--- config.mk ---
export PLATFORM = sky130hd
export DESIGN_NAME = clkdiv_phase
export DESIGN_NICKNAME = d
export VERILOG_FILES = /design/src/rtl/clkdiv_pkg.sv /design/src/rtl/ckd_counter.sv /design/src/rtl/ckd_cfg.sv /design/src/rtl/ckd_phase_chan.sv /design/src/rtl/clkdiv_phase.sv
export SDC_FILE = /design/constraint.sdc
export NUM_CORES = 1
export LEC_CHECK = 0
export ABC_AREA = 1
export BUFFER_PORTS_ARGS = -buffer_cell sky130_fd_sc_hd__buf_4
export CAP_MARGIN = 10
export CORE_MARGIN = 4
export CORE_UTILIZATION = 55
export CTS_BUF_LIST = sky130_fd_sc_hd__clkbuf_4 sky130_fd_sc_hd__clkbuf_8
export DETAILED_ROUTE_END_ITERATION = 12
export PLACE_DENSITY = 0.85
export SLEW_MARGIN = 20
export SYNTH_ARGS = -nofsm -noshare
export SYNTH_HDL_FRONTEND = slang
export SYNTH_SLANG_ARGS = --single-unit
export TNS_END_PERCENT = 5
--- constraint.sdc ---
create_clock -name clk_ref -period 1.9 [get_ports clk_ref]
set_input_delay 0.19 -clock clk_ref [delete_from_list [all_inputs] [get_ports clk_ref]]
set_output_delay 0.19 -clock clk_ref [all_outputs]
set_load 0.03 [all_outputs]
--- src/rtl/clkdiv_pkg.sv ---
package clkdiv_pkg;
    typedef enum logic {
        CH_SLOW = 1'b0,
        CH_FAST = 1'b1
    } chan_sel_e;
endpackage

--- src/rtl/ckd_counter.sv ---
module ckd_counter #(
    parameter int W = 4
) (
    input  logic         clk,
    input  logic         rst,
    output logic [W-1:0] cnt_o,
    output logic [W-1:0] cnt_next_o,
    output logic         wrap_o
);
    typedef struct packed {
        logic [W-1:0] cnt;
    } state_t;

    state_t s_d, s_q;

    always_comb begin
        s_d = s_q;
        if (rst) begin
            s_d.cnt = '0;
        end else begin
            s_d.cnt = s_q.cnt + 1'b1;
        end
    end

    always_ff @(posedge clk) begin
        s_q <= s_d;
    end

    assign cnt_o      = s_q.cnt;
    assign cnt_next_o = s_d.cnt;
    assign wrap_o     = (s_q.cnt == {W{1'b1}});
endmodule

--- src/rtl/ckd_cfg.sv ---
module ckd_cfg
    import clkdiv_pkg::*;
#(
    parameter int CNT_W  = 4,
    parameter int FAST_W = 3,
    parameter int FINE_W = 4,
    localparam int WORD_W = CNT_W + FINE_W
) (
    input  logic              clk,
    input  logic              rst,
    input  logic              wr,
    input  logic              sel,
    input  logic [WORD_W-1:0] word,
    output logic [CNT_W-1:0]  slow_coarse_o,
    output logic [FINE_W-1:0] slow_fine_o,
    output logic [FAST_W-1:0] fast_coarse_o,
    output logic [FINE_W-1:0] fast_fine_o
);
    typedef struct packed {
        logic [CNT_W-1:0]  slow_coarse;
        logic [FINE_W-1:0] slow_fine;
        logic [FAST_W-1:0] fast_coarse;
        logic [FINE_W-1:0] fast_fine;
    } state_t;

    state_t    s_d, s_q;
    chan_sel_e tgt;

    assign tgt = chan_sel_e'(sel);

    always_comb begin
        s_d = s_q;
        if (rst) begin
            s_d = '0;
        end else if (wr) begin
            if (tgt == CH_SLOW) begin
                s_d.slow_coarse = word[WORD_W-1:FINE_W];
                s_d.slow_fine   = word[FINE_W-1:0];
            end else begin
                s_d.fast_coarse = word[FINE_W+FAST_W-1:FINE_W];
                s_d.fast_fine   = word[FINE_W-1:0];
            end
        end
    end

    always_ff @(posedge clk) begin
        s_q <= s_d;
    end

    assign slow_coarse_o = s_q.slow_coarse;
    assign slow_fine_o   = s_q.slow_fine;
    assign fast_coarse_o = s_q.fast_coarse;
    assign fast_fine_o   = s_q.fast_fine;
endmodule

--- src/rtl/ckd_phase_chan.sv ---
module ckd_phase_chan #(
    parameter int CODE_W = 4,
    parameter int FINE_W = 4
) (
    input  logic              clk,
    input  logic              rst,
    input  logic              wrap,
    input  logic [CODE_W-1:0] cnt_next,
    input  logic [CODE_W-1:0] pend_coarse,
    input  logic [FINE_W-1:0] pend_fine,
    output logic              clk_o,
    output logic [CODE_W-1:0] coarse_o,
    output logic [FINE_W-1:0] fine_o
);
    typedef struct packed {
        logic [CODE_W-1:0] coarse;
        logic [FINE_W-1:0] fine;
        logic              level;
    } state_t;

    state_t            s_d, s_q;
    logic [CODE_W-1:0] offset;

    always_comb begin
        s_d    = s_q;
        offset = '0;
        if (rst) begin
            s_d.coarse = '0;
            s_d.fine   = '0;
            s_d.level  = 1'b1;
        end else begin
            if (wrap) begin
                s_d.coarse = pend_coarse;
                s_d.fine   = pend_fine;
            end
            offset    = cnt_next - s_d.coarse;
            s_d.level = ~offset[CODE_W-1];
        end
    end

    always_ff @(posedge clk) begin
        s_q <= s_d;
    end

    assign clk_o    = s_q.level;
    assign coarse_o = s_q.coarse;
    assign fine_o   = s_q.fine;
endmodule

--- src/rtl/clkdiv_phase.sv ---
module clkdiv_phase #(
    parameter int CNT_W  = 4,
    parameter int FAST_W = 3,
    parameter int FINE_W = 4,
    localparam int WORD_W = CNT_W + FINE_W
) (
    input  logic              clk_ref,
    input  logic              rst,
    input  logic              cfg_wr,
    input  logic              cfg_sel,
    input  logic [WORD_W-1:0] cfg_word,
    output logic              ref_o,
    output logic              div16_o,
    output logic              div8_o,
    output logic [FINE_W-1:0] fine16_o,
    output logic [FINE_W-1:0] fine8_o
);
    logic [CNT_W-1:0]  cnt_now;
    logic [CNT_W-1:0]  cnt_next;
    logic              wrap;
    logic [CNT_W-1:0]  pend_slow_c;
    logic [FINE_W-1:0] pend_slow_f;
    logic [FAST_W-1:0] pend_fast_c;
    logic [FINE_W-1:0] pend_fast_f;
    logic [CNT_W-1:0]  act_slow_c;
    logic [FAST_W-1:0] act_fast_c;

    assign ref_o = clk_ref;

    ckd_counter #(.W(CNT_W)) u_cnt (
        .clk        (clk_ref),
        .rst        (rst),
        .cnt_o      (cnt_now),
        .cnt_next_o (cnt_next),
        .wrap_o     (wrap)
    );

    ckd_cfg #(.CNT_W(CNT_W), .FAST_W(FAST_W), .FINE_W(FINE_W)) u_cfg (
        .clk           (clk_ref),
        .rst           (rst),
        .wr            (cfg_wr),
        .sel           (cfg_sel),
        .word          (cfg_word),
        .slow_coarse_o (pend_slow_c),
        .slow_fine_o   (pend_slow_f),
        .fast_coarse_o (pend_fast_c),
        .fast_fine_o   (pend_fast_f)
    );

    ckd_phase_chan #(.CODE_W(CNT_W), .FINE_W(FINE_W)) u_slow (
        .clk         (clk_ref),
        .rst         (rst),
        .wrap        (wrap),
        .cnt_next    (cnt_next),
        .pend_coarse (pend_slow_c),
        .pend_fine   (pend_slow_f),
        .clk_o       (div16_o),
        .coarse_o    (act_slow_c),
        .fine_o      (fine16_o)
    );

    ckd_phase_chan #(.CODE_W(FAST_W), .FINE_W(FINE_W)) u_fast (
        .clk         (clk_ref),
        .rst         (rst),
        .wrap        (wrap),
        .cnt_next    (cnt_next[FAST_W-1:0]),
        .pend_coarse (pend_fast_c),
        .pend_fine   (pend_fast_f),
        .clk_o       (div8_o),
        .coarse_o    (act_fast_c),
        .fine_o      (fine8_o)
    );
endmodule

* After elaboration in Yosys (flattened, before gate mapping)
Index checks and enable logic that the tools add are counted.
Word-level totals: input bits 12, word-level logic and storage cells 26, register bits 36, output and inout bits 11
Cells by class: bitwise logic cells 3, reductions and logical operators 3, mux-type cells 5, equal/unequal tests 1, add/subtract/negate cells 3
Operators with widths (count):
- $mux W8 | 2
- $mux W7 | 2
- $add A4 B1 Y4 const B | 1
- $eq A4 B4 Y1 const B | 1
- $mux W4 | 1
- $reduce_and A2 Y1 | 2
- $sub A4 B4 Y4 | 1
- $not A1 Y1 | 3
- $sub A3 B3 Y3 | 1
- $reduce_bool A2 Y1 | 1

* Longest topological paths before layout
Gate-level depths: netlist of the first run.
depth after elaboration 5, depth in mapped cells 11, depth with buffers taken out 11

* By module
A second synthesis of the first run with hierarchy kept.
Second synthesis, totals: cells, all modules 214, area, all modules 1629.1 sq um
By module, submodules not included:
- ckd_cfg | instances 1, sequential area each 300.3 sq um, area an instance 659.4 sq um, cells an instance 85
- ckd_phase_chan at u_slow | instances 1, sequential area each 180.2 sq um, area an instance 437.9 sq um, cells an instance 57
- ckd_phase_chan at u_fast | instances 1, sequential area each 160.2 sq um, area an instance 374.1 sq um, cells an instance 51
- ckd_counter | instances 1, sequential area each 80.1 sq um, area an instance 150.1 sq um, cells an instance 20
- clkdiv_phase | instances 1, sequential area each 0.0 sq um, area an instance 7.5 sq um, cells an instance 1

==> out/results.tsv, run 1 <==
stage	metric	value	unit
placement	io_buffer_count	22	
clocking	post_cts_buffers	0	
synthesis	yosys_register_bits	36	
detailed_routing	viasPerCell	5.24	
cells_and_area	drive_gt1_frac	0.212	
grt	grt_use_total	0.197	
critical_path	r2r_slack	140	ps
floorplanning	row_count	18	
critical_path	crit_path_start_kind	register	
timing	rsz0062_at_grt	no	
timing	min_period_over_period	0.925	
power	ir_worst_vdd	0.867	mV
timing	setup_viol	0	
detailed_routing	drtIter0Drc	33	
power	p_clk_frac	0.405	
critical_path	crit_path_end_kind	register	
synthesis	yosysWarnings	0	
timing	finalHoldViolCount	0	
job	max_cap_violations	0	
synthesis	yosysSeqAreaShare	0.492	
grt	grt_pass1_wl	5130	µm
power	p_seq_frac	0.514	
detailed_routing	antenna_left	0	
timing	finClkSkew	12.9	ps
timing	fin_setup_tns	0	ps
synthesis	syn_nets	203	
detailed_routing	wire_per_inst	12.1	µm
cells_and_area	fin_util	0.699	
grt	grt_max_degree	20	
detailed_routing	firstDrtPassIters	4	
detailed_routing	post-route-drc-count	0	
power	power.internal	1.14	mW
placement	gp_congestion	0.804	
critical_path	reg2reg_from	u_cnt.cnt_o[0]	
synthesis	syn_area_per_cell	7.79	µm²
cells_and_area	nFillCells	192	
cells_and_area	num_antenna_cells	0	
grt	antenna_found_initial	0	
critical_path	r2r-end	u_fast.clk_o	
timing	tightest_slew	354	ps
cells_and_area	regArea	721	µm²
critical_path	crit_path_start	u_cnt.cnt_o[0]	
synthesis	synth_area	1470	µm²
critical_path	cp.required	2230	ps
timing	fin_crit	1760	ps
floorplanning	io_pins	23	
synthesis	synth_cell_types	23	
timing	final_max_slew_viol_count	0	
critical_path	worstPathArrival	2090	ps
power	p_per_area	888	nW/µm²
floorplanning	die_y	59.6	µm
detailed_routing	vias	1295	
power	leakage	0.820	nW
clocking	clk_pin_slew_worst_paths	110	ps
critical_path	crit_path_max_fanout	7	
critical_path	critPathKind	reg -> reg	
status	status	finished clean	
clocking	insertion_delay	450	ps
worst_hold_path	hp-class	in -> reg	
grt	grt_overflow	0	
floorplanning	die_area	3550	µm²
power	switching_share	0.265	
placement	dp_hpwl	2120	µm
detailed_routing	wl	2990	µm
timing	fmax	0.569	GHz
clocking	cts_tree	yes	
critical_path	r2r_cells	10	
timing	relSlewSlack	0.764	
critical_path	crit_path_end	u_fast.clk_o	
floorplanning	core_area	2500	µm²
floorplanning	die_w	59.6	µm
floorplanning	start_util	0.586	
power	comb_power_share	0.081	
grt	grt_pass1_vias	1266	
cells_and_area	nets	232	
power	switchingPower	0.411	mW
synthesis	netlist_instances	188	
cells_and_area	area_delta_synth_final	19.2	%
cells_and_area	multi_input_area	584	µm²
==> power groups by stage <==
stage	Sequential (mW)	Combinational [mW]	Clock (mW)
final	0.798	0.125	0.629
after global routing	0.801	0.143	0.675
after CTS	0.797	0.125	0.630
after detailed placement	0.815	0.120	0.0788
after global placement	0.814	0.113	0.0788
after floorplan	0.815	0.0749	0.0788
==> synth_stat cells <==
master / n / share of area
o21ai_0: 22 / 0.075
buf_2: 1 / 0.0034
ha_1: 3 / 0.026
buf_6: 2 / 0.015
nand2_1: 23 / 0.059
nand3_1: 8 / 0.027
buf_4: 2 / 0.010
nand2_4: 1 / 0.0077
or2_1: 1 / 0.0043
dfxtp_1: 36 / 0.49
o21ai_2: 2 / 0.012
a21oi_1: 17 / 0.058
nor2_1: 25 / 0.064
mux2i_1: 2 / 0.014
clkinv_1: 1 / 0.0026
nor2_2: 1 / 0.0043
nand3_2: 1 / 0.0068
nand4_1: 4 / 0.017
nand3b_1: 1 / 0.0051
clkbuf_1: 3 / 0.0077
inv_1: 27 / 0.069
inv_2: 1 / 0.0026
nand2_2: 4 / 0.017
==> how the worst min path moves through the flow <==
stage,cells after the start,endpoint,from
after floorplan,1,ref_o,clk_ref
after global placement,1,ref_o,clk_ref
after detailed placement,1,ref_o,clk_ref
after CTS,3,u_cfg.fast_coarse_o[1],cfg_word[5]
after global routing,3,u_cfg.fast_coarse_o[0],cfg_word[4]
final,3,u_cfg.fast_coarse_o[1],cfg_word[5]
==> through the flow <==
step           instances  cell area [µm²]  power (mW)  setup WS [ps]  hold slack (ps)
2_1_floorplan        188             1470       0.969            219              322
3_3_place_gp         235             1640        1.00            261              322
3_5_place_dp         235             1640        1.01            116              322
4_1_cts              247             1740        1.55           84.8             6.37
5_1_grt              247             1750        1.62           10.2             23.8
6_report             247             1750        1.55            142             2.00
==> logic make-up after synthesis <==
logic type	Yosys count	share of synthesized area
compound gates	41	0.145
fa+ha+maj	3	0.0256
buf+inv	37	0.111
flops	36	0.492
mux	2	0.0137
simple gates	69	0.213
==> metal layers <==
layer / track usage / vias to the layer above / routed length, µm
met3: 0.0719 / 12 / 186
li1: - / 655 / -
met4: 0.127 / 0 / 98
met5: 0 / - / 0
met1: 0.217 / 576 / 1290
met2: 0.317 / 52 / 1410
==> cell usage in the layout (no fill, tap or decap), types with 2 or more instances in the layout <==
master and instances:
clkbuf_4 8, dlygate4sd3_1 2, nor2_1 25, nand4_1 4, buf_4 25, nand2_1 23, ha_1 2, clkbuf_8 2
inv_1 27, nand3_1 8, o21ai_2 2, dfxtp_1 36, mux2i_1 2, a21oi_1 17, o21ai_0 22, nand2_2 4
==> cell type report <==
| type | instances | share of cell area |
|---|---|---|
| flip-flops and latches | 36 | 0.413 |
| multi-input cells | 115 | 0.335 |
| repair buffers | 26 | 0.115 |
| inverters | 29 | 0.0623 |
| clock buffers | 11 | 0.0544 |
| well taps | 30 | 0.0215 |
==> repair_timing <==
| action | in CTS | in global routing |
|---|---|---|
| setup endpoints to repair | 0 | 2 |
| endpoints found under the hold margin | 7 | 0 |
| hold buffers | 2 | 0 |
| gates resized for setup | 0 | 1 |
==> critical path: stages (launching register included) <==
cell and delay, ps:
dfxtp_1 400, ha_2 260, nand3_2 140, buf_4 200
or2_1 230, nand2_1 90, nand2_1 60, nand2_1 100
inv_1 50, nand2_1 50, nand3_1 60
==> sequential cells by signal, summed over array words and instances (netlist names) <==
| name | count |
|---|---|
| u_cfg.slow_fine_o | 4 |
| u_slow.coarse_o | 4 |
| u_cnt.cnt_o | 4 |
| u_cfg.slow_coarse_o | 4 |
| u_cfg.fast_coarse_o | 3 |
| u_fast.fine_o | 4 |
| u_slow.clk_o | 1 |
| u_slow.fine_o | 4 |
| u_fast.clk_o | 1 |
| u_cfg.fast_fine_o | 4 |
| u_fast.coarse_o | 3 |
(Power assumes the default switching activity.)
==> inputs of run 2 (changes only) <==
--- a/config.mk
+++ b/config.mk
@@ -8,7 +8,6 @@
 export ABC_AREA = 1
 export BUFFER_PORTS_ARGS = -buffer_cell sky130_fd_sc_hd__buf_4
 export CAP_MARGIN = 10
-export CORE_MARGIN = 4
 export CORE_UTILIZATION = 55
 export CTS_BUF_LIST = sky130_fd_sc_hd__clkbuf_4 sky130_fd_sc_hd__clkbuf_8
 export DETAILED_ROUTE_END_ITERATION = 12
==> run 2 against run 1 <==
  * Design area is 0.86% higher
  * Power is 4.6% lower
  * Non-clock buffer count is 3 higher
  * Largest cell class unchanged
  * Clock power is 12% lower
  * First-iteration DRC count is 9.1% higher
  * Flip-flop and latch count stayed put
  * Global-route usage is 5.0 points higher
  * Clock skew is 9.4 ps lower
  * Hold slack better by 21 ps
==> out/results.tsv, run 2 (same netlist as run 1, synthesis figures left out) <==
stage	metric	value	unit	change
cells_and_area	num_antenna_cells	0		unchanged
power	finalPower	1.48	mW	-4.6%
grt	antenna_found_initial	0		unchanged
timing	finalHoldViolCount	0		unchanged
detailed_routing	wl	2900	µm	-2.9%
cells_and_area	nets	235		+1.3%
placement	gp_congestion	0.856		+6.5%
detailed_routing	drtIter0Drc	36		+9.1%
floorplanning	start_util	0.586		unchanged
critical_path	crit_path_end_kind	register		
power	leakage	0.823	nW	+0.27%
floorplanning	io_pins	23		unchanged
floorplanning	die_w	53.6	µm	-10%
grt	grt_pass1_vias	1186		-6.3%
cells_and_area	layout_common_cells	dfxtp_1, inv_1, nor2_1, buf_4, nand2_1		
status	status	finished clean		
critical_path	worstPathArrival	2050	ps	-40 ps
detailed_routing	vias	1263		-2.5%
clocking	cts_tree	yes		
cells_and_area	final_common_cell	dfxtp_1		
placement	dp_hpwl	2080	µm	-1.8%
placement	io_buffer_count	22		unchanged
cells_and_area	fin_cells	250		+1.2%
timing	final_max_slew_viol_count	0		unchanged
timing	min_period_over_period	0.901		-0.0246
floorplanning	die_y	53.6	µm	-10%
timing	fin_crit	1710	ps	-46.8 ps
timing	relSlewSlack	0.747		-0.0170
job	max_cap_violations	0		unchanged
critical_path	cp.required	2240	ps	about the same
clocking	clk_pin_slew_worst_paths	100	ps	about the same
grt	grt_overflow	0		unchanged
detailed_routing	post-route-drc-count	0		unchanged
critical_path	crit_path_start_kind	register		
floorplanning	core_area	2500	µm²	unchanged
cells_and_area	area_delta_synth_final	20.2	%	
floorplanning	row_count	18		unchanged
grt	grt_max_degree	20		unchanged
power	ir_worst_vdd	0.820	mV	-5.4%
detailed_routing	viasPerCell	5.05		-3.6%
grt	grt_pass1_wl	4820	µm	-5.9%
detailed_routing	firstDrtPassIters	6		+2
timing	rsz0062_at_grt	no		
floorplanning	die_area	2870	µm²	-19%
cells_and_area	drive_gt1_frac	0.209		-0.00289
timing	setup_viol	0		unchanged
clocking	insertion_delay	450	ps	about the same
timing	finClkSkew	3.52	ps	-9.41 ps
power	p_per_area	840	nW/µm²	-5.4%
timing	fin_setup_tns	0	ps	unchanged
critical_path	crit_path_max_fanout	6		-1
detailed_routing	antenna_left	0		unchanged
critical_path	critPathKind	reg -> reg		
grt	grt_use_total	0.247		+0.0504
worst_hold_path	hp-class	in -> reg		
placement	dp_cells	235		unchanged
cells_and_area	fin_util	0.705		+0.00601
timing	tightest_slew	379	ps	+25.5 ps
timing	fmax	0.584	GHz	+2.7%
timing	fin_hold_ws	23.2	ps	+21.2 ps
detailed_routing	wire_per_inst	11.6	µm	-4.0%
[run 2: metal layers]
metal  vias to the layer above  part of all wire  global-route usage
li1                        663                 -                   -
met3                         8             0.061              0.0847
met2                        44              0.49               0.402
met4                         0             0.023               0.158
met1                       548              0.42               0.274
met5                         -                 0                   0
[run 2: critical path, cell delays in order (launching register included)]
cell and delay [ps]:
dfxtp_1 390, ha_2 260, nand3_2 130, mux2i_1 230
ha_1 260, nand2_1 60, inv_1 40, nand2_2 50
nand2_1 40, nand2_1 50, nand3_1 60
[run 2: report_power, final]
| part | total, mW | internal [mW] | switching [mW] |
|---|---|---|---|
| Sequential | 0.798 | 0.783 | 0.0144 |
| Combinational | 0.128 | 0.0541 | 0.0741 |
| Clock | 0.555 | 0.231 | 0.323 |
| Total | 1.48 | 1.07 | 0.412 |
[run 2: what timing repair did]
item | in CTS | in global routing
hold buffers | 4 | 1
setup endpoints to repair | 0 | 2
hold endpoints to repair | 11 | 1
resized for setup | 0 | 1
buffers inserted | 0 | 0
[run 2: layout make-up]
cell class / count / area, µm²
clock inverters: 2 / 12.5
flip-flops and latches: 36 / 721
inverters: 29 / 109
clock buffers: 9 / 67.6
well taps: 30 / 37.5
multi-input cells: 115 / 584
fillers: 191 / 738
repair buffers: 29 / 230
[run 2: final timing paths]
path | slack [ps] | to | cells after the start | startpoint
worst max-delay path | 190 | u_slow.clk_o | 10 | u_cnt.cnt_o[0]
worst min-delay path | 20 | u_cfg.fast_fine_o[3] | 3 | cfg_word[3]
worst max register to register | 190 | u_slow.clk_o | 10 | u_cnt.cnt_o[0]
worst min register to register | 470 | u_slow.fine_o[2] | 2 | u_cfg.slow_fine_o[2]
[run 2: per-stage QoR]
| step | area, µm² | setup slack (ps) |
|---|---|---|
| after CTS | 1750 | 126 |
| after detailed placement | 1640 | 132 |
| after global routing | 1760 | 23.9 |
| after floorplan | 1470 | 219 |
| after global placement | 1640 | 260 |
| final | 1760 | 189 |
